--- config.mk ---
export PLATFORM = sky130hd
export DESIGN_NAME = trace_word_packer
export DESIGN_NICKNAME = d
export VERILOG_FILES = /design/src/rtl/trace_word_packer.sv
export SDC_FILE = /design/constraint.sdc
export NUM_CORES = 1
export LEC_CHECK = 0
export BUFFER_PORTS_ARGS = -buffer_cell sky130_fd_sc_hd__buf_2
export CAP_MARGIN = 20
export CELL_PAD_IN_SITES_DETAIL_PLACEMENT = 0
export CELL_PAD_IN_SITES_GLOBAL_PLACEMENT = 1
export CORE_MARGIN = 2
export CORE_UTILIZATION = 47
export DETAILED_ROUTE_END_ITERATION = 8
export PLACE_DENSITY_LB_ADDON = 0.1
export SYNTH_ARGS = -nofsm -noshare
export SYNTH_HDL_FRONTEND = slang
export SYNTH_SLANG_ARGS = --single-unit
--- constraint.sdc ---
create_clock -name clk -period 5.6 [get_ports clk]
set_clock_uncertainty 0.2 [all_clocks]
set_input_delay 0.84 -clock clk [delete_from_list [all_inputs] [get_ports clk]]
set_output_delay 0.84 -clock clk [all_outputs]
set_load 0.02 [all_outputs]
--- src/rtl/trace_word_packer.sv ---
module trace_word_packer #(
  parameter logic [2:0] TRIG_CODE = 3'b110,
  parameter int         PKT_W     = 16,
  parameter int         WORD_W    = 32
) (
  input  logic              clk,
  input  logic              rst_n,
  input  logic [1:0]        cfg_width,
  input  logic [1:0]        cfg_mode,
  input  logic              run,
  input  logic              smp_valid,
  input  logic [2:0]        smp_stat,
  input  logic [PKT_W-1:0]  smp_pkt,
  input  logic              smp_sync,
  input  logic              smp_trig,
  output logic              cfg_err,
  output logic              word_valid,
  output logic [WORD_W-1:0] word_data,
  output logic              idle
);
  localparam int L4  = 8;
  localparam int L8  = 12;
  localparam int L16 = PKT_W + 4;

  logic [WORD_W-1:0] acc, acc_nxt, lane_sh;
  logic [1:0]        fill, last;
  logic [2:0]        st_f;
  logic [PKT_W-1:0]  pk_f;
  logic [L4-1:0]     lane4;
  logic [L8-1:0]     lane8;
  logic [L16-1:0]    lane16;
  logic              take, flush;

  assign cfg_err = cfg_mode[1] || (cfg_width == 2'd3) ||
                   (cfg_mode == 2'd1 && cfg_width != 2'd1);
  assign take    = run && smp_valid && !cfg_err;
  assign flush   = !run && (fill != 2'd0);
  assign idle    = !run && (fill == 2'd0);
  assign last    = (cfg_width == 2'd0) ? 2'd2 : (cfg_width == 2'd1) ? 2'd1 : 2'd0;

  assign st_f   = smp_trig ? TRIG_CODE : smp_stat;
  assign pk_f   = smp_trig ? {smp_pkt[PKT_W-1:3], smp_stat} : smp_pkt;
  assign lane4  = {smp_sync, pk_f[3:0], st_f};
  assign lane8  = {smp_sync, pk_f[7:0], st_f};
  assign lane16 = {smp_sync, pk_f, st_f};

  always_comb begin
    lane_sh = '0;
    case (cfg_width)
      2'd0: lane_sh = WORD_W'(lane4) << (L4 * int'(fill));
      2'd1: lane_sh = WORD_W'(lane8) << (L8 * int'(fill));
      default: lane_sh = WORD_W'(lane16);
    endcase
  end
  assign acc_nxt = acc | lane_sh;

  always_ff @(posedge clk or negedge rst_n) begin
    if (!rst_n) begin
      acc        <= '0;
      fill       <= '0;
      word_valid <= 1'b0;
      word_data  <= '0;
    end else begin
      word_valid <= 1'b0;
      if (take) begin
        if (fill >= last) begin
          word_data  <= acc_nxt;
          word_valid <= 1'b1;
          acc        <= '0;
          fill       <= '0;
        end else begin
          acc  <= acc_nxt;
          fill <= fill + 2'd1;
        end
      end else if (flush) begin
        word_data  <= acc;
        word_valid <= 1'b1;
        acc        <= '0;
        fill       <= '0;
      end
    end
  end

  AST_FILL_RANGE: assert property (@(posedge clk) disable iff (!rst_n)
    fill != 2'd3);
  AST_COMPLETE_EMITS: assert property (@(posedge clk) disable iff (!rst_n)
    (take && fill >= last) |=> word_valid);
  AST_FLUSH_EMITS: assert property (@(posedge clk) disable iff (!rst_n)
    (!run && fill != 2'd0) |=> (word_valid && fill == 2'd0));
  AST_IGNORED_QUIET: assert property (@(posedge clk) disable iff (!rst_n)
    ((cfg_err || !run) && fill == 2'd0) |=> (!word_valid && fill == 2'd0));
  AST_TOP_ZERO: assert property (@(posedge clk) disable iff (!rst_n)
    word_valid |-> word_data[WORD_W-1:24] == '0);
endmodule

==> PnR_summary.wiki <==
{| class="wikitable"
! Metric !! Value
|-
| Pin count of the biggest net entering global routing || 44
|-
| Pwr Total || 1.73 mW
|-
| Resized cells post-CTS || 0
|-
| Synthesized-area fraction occupied by and/or/nand/nor cells || 14.3%
|-
| Hold Vio Cnt, Final || 0
|-
| Detailed Place HPWL || 8.13 mm
|-
| Largest voltage drop on the vdd net || 0.208 mV
|-
| Share of flip-flops with an asynchronous set or reset || 100%
|-
| Fraction of final layout cells sized beyond drive strength 1 || 24.3%
|-
| Register area share after synthesis || 43.6%
|-
| Final hold slack || 277 ps
|-
| Sinks on Clock Net || 67
|-
| Final critical-path required period || 3680 ps
|-
| GR met2 Demand/Resource || 42.7%
|-
| Number of placement rows || 32
|-
| Mux contribution to synthesized area || 3.32%
|-
| Launch point of the worst path || fill[0]
|-
| Upper clock frequency limit || 272 MHz
|-
| Gr busiest metal || met2
|-
| Std-Cell Core Area || 7850 um2
|-
| Static leakage power || 1.91 nW
|-
| Number of placed instances with taps included || 541
|-
| Clock tree from TritonCTS || yes
|-
| Setup TNS after final layout || 0 ps
|-
| Length of the first detailed-routing pass in iterations || 5
|-
| Vias per cell || 6.42
|-
| Total via count after detailed routing || 3581
|-
| Number of antenna violations at the first check in global routing || 0
|-
| DR iter-0 viols || 315
|-
| Fill cell count || 746
|-
| CTS H-Tree Depth || 3
|-
| Number of enable flip-flop cells after synthesis || 0
|-
| Leading register cell type out of synthesis || dfrtp_1
|-
| Overall die area || 8930 um2
|-
| Top-Level Pins || 64
|-
| Headroom to the max-slew limit || 33.2%
|-
| Setup slack after placement || 1980 ps
|-
| Critical path data arrival time || 3690 ps
|-
| Maximum fanout along the worst path || 34
|-
| Global-route wire length before repair || 19.4 mm
|-
| Startpoint Class || register
|-
| Net count reported at finish || 485
|-
| CTS clk-pin slew, worst paths || 70 ps
|-
| Non-Filler Cell Area, Final || 4420 um2
|-
| Power Density || 392 nW/um2
|-
| Data required time of the worst path || 5610 ps
|-
| Synth Area in Compound Gates || 32.3%
|-
| Clock Root Buffer || clkbuf_8
|-
| Type of the worst setup path || register to register
|-
| Port Buffers || 63
|-
| Commonest cells after routing, fill and taps aside || 67 x dfrtp_1, 63 x buf_2, 38 x nor2_1, 33 x o21ai_0, 28 x nand2_1
|-
| Count of hold-fix buffers inserted at cts || 0
|-
| Area overhead of the layout relative to synthesis || 14.8%
|-
| CP Capture Type || register
|-
| Utilization of the core after routing || 56.3%
|-
| Max-cap violation count || 0
|-
| Count of different cell masters after synthesis || 59
|-
| # setup viols final || 0
|-
| Area used by multi-input combinational logic || 2000 um2
|-
| Minimum setup slack among reg-to-reg paths || 1920 ps
|-
| DR WL/cell || 21.3 um
|-
| Leading cell type in the layout, fill and taps excluded || dfrtp_1
|-
| Final RePlAce weighted congestion || 0.933
|-
| Cell area after synthesis || 3850 um2
|-
| Outcome || completed
|-
| Count of unresolved DRC violations after routing || 0
|-
| Total nets after synthesis || 442
|-
| Post-synthesis xor/xnor area fraction || 0%
|-
| Remaining antenna violation count || 0
|-
| Period Utilization, post-route || 65.7%
|-
| Vert. Die Dim || 94.5 um
|-
| Number of global-route vias before repair || 3524
|-
| Worst-Skew Late Latency || 360 ps
|-
| Clock Path Buffers || 2
|-
| Arithmetic-cell share of the synthesized area counting full adders, half adders and majority gates || 1.63%
|-
| Worst setup slack after layout || 1920 ps
|-
| Total number of yosys warnings || 0
|-
| Setup repair after global routing missed its margin || false
|-
| Initial core utilization || 49.0%
|-
| Number of slew-limit violations in the final report || 0
|-
| Aggregate global-route resource usage || 28.7%
|-
| Yosys reg bits || 67
|-
| Synthesized netlist cell count || 408
|-
| Met3 track utilization from global routing || 5.99%
|-
| Combinational family with the most area after synthesis || compound AO/OA/AOI/OAI gates
|-
| Diode count || 0
|-
| TritonCTS buffer count || 9
|-
| Met1 demand-to-capacity share in global routing || 41.9%
|-
| Die outline width || 94.5 um
|-
| Storage cell area || 1680 um2
|-
| Gr ovfl total || 0
|-
| Detailed Route WL || 11.9 mm
|-
| Number of buffers inserted to repair setup after CTS || 0
|-
| Pin slew with the least headroom to its limit || 999 ps
|-
| Layout Cells excl Fill || 558
|-
| Type of the tightest min-delay check || primary input to asynchronous set/reset pin
|-
| Post-place instance area || 4180 um2
|-
| Mean instance size in the synthesized netlist || 9.43 um2
|-
| Worst r2r src || fill[0]
|}
[layer usage]
layer | part of all wire [%] | vias up
met2 | 44 | 151
met5 | 0 | -
met4 | 1.9 | 0
li1 | - | 1646
met3 | 7.0 | 25
met1 | 47 | 1759
[cell usage after synthesis, types with 3 or more instances]
library cell	instances	area, um2
nor2b_1	7	43.8
o22ai_1	3	18.8
a21oi_1	21	105
dfrtp_1	67	1680
buf_2	6	30.0
nor3_1	5	25.0
a221oi_1	7	61.3
clkbuf_1	28	105
inv_1	7	26.3
ha_1	5	62.6
nand2_1	28	105
nand2b_1	4	25.0
o31ai_1	18	135
o221a_2	5	56.3
mux2_2	6	67.6
o211ai_1	25	188
nor3b_1	4	30.0
o21a_1	3	22.5
a22o_1	9	78.8
a22oi_1	4	30.0
or2_2	6	37.5
a31oi_1	9	56.3
o221ai_1	3	26.3
nor2_1	39	146
o21ai_0	33	165
a211o_1	5	43.8
a211oi_1	3	22.5
mux2i_1	6	60.1
a221o_1	5	50.1
[logic make-up after synthesis]
family / Yosys count
compound gates: 172
buf+inv: 44
mux: 12
simple gates: 108
flops: 67
fa+ha+maj: 5
[worst max-delay path, stage by stage (launching register included)]
cell and delay (ps):
dfrtp_1 980, inv_1 300, ha_1 920, nor2_1 130, a211o_1 480, a221oi_1 390
o21ai_0 130
[final cells by class]
type                       count  share of cell area, %
inverter                       7                  0.595
clock buffer                  10                   3.12
tap                          102                   2.89
timing repair buffer          69                   8.16
clock inverter                 6                   2.01
sequential                    67                   37.9
multi-input combinational    297                   45.3
[registers in the layout (all words and copies together), names as in the netlist]
signal and flops:
acc 32, fill 2, word_data 32, word_valid 1
[power by group]
group,switching [mW],leakage [nW],internal (mW)
clock network,0.195,0.108,0.262
logic,0.417,0.887,0.221
registers,0.0716,0.916,0.566
total,0.684,1.91,1.05
[worst paths after layout]
check / cells past startpoint / endpoint
setup / recovery: 6 / acc[5]
hold / removal: 1 / acc[6]
setup reg to reg: 6 / acc[5]
hold reg to reg: 2 / acc[2]
max in group asynchronous: 2 / word_data[15]
min in group clk: 2 / acc[2]
Note: power is estimated with default switching activity, not from simulation.
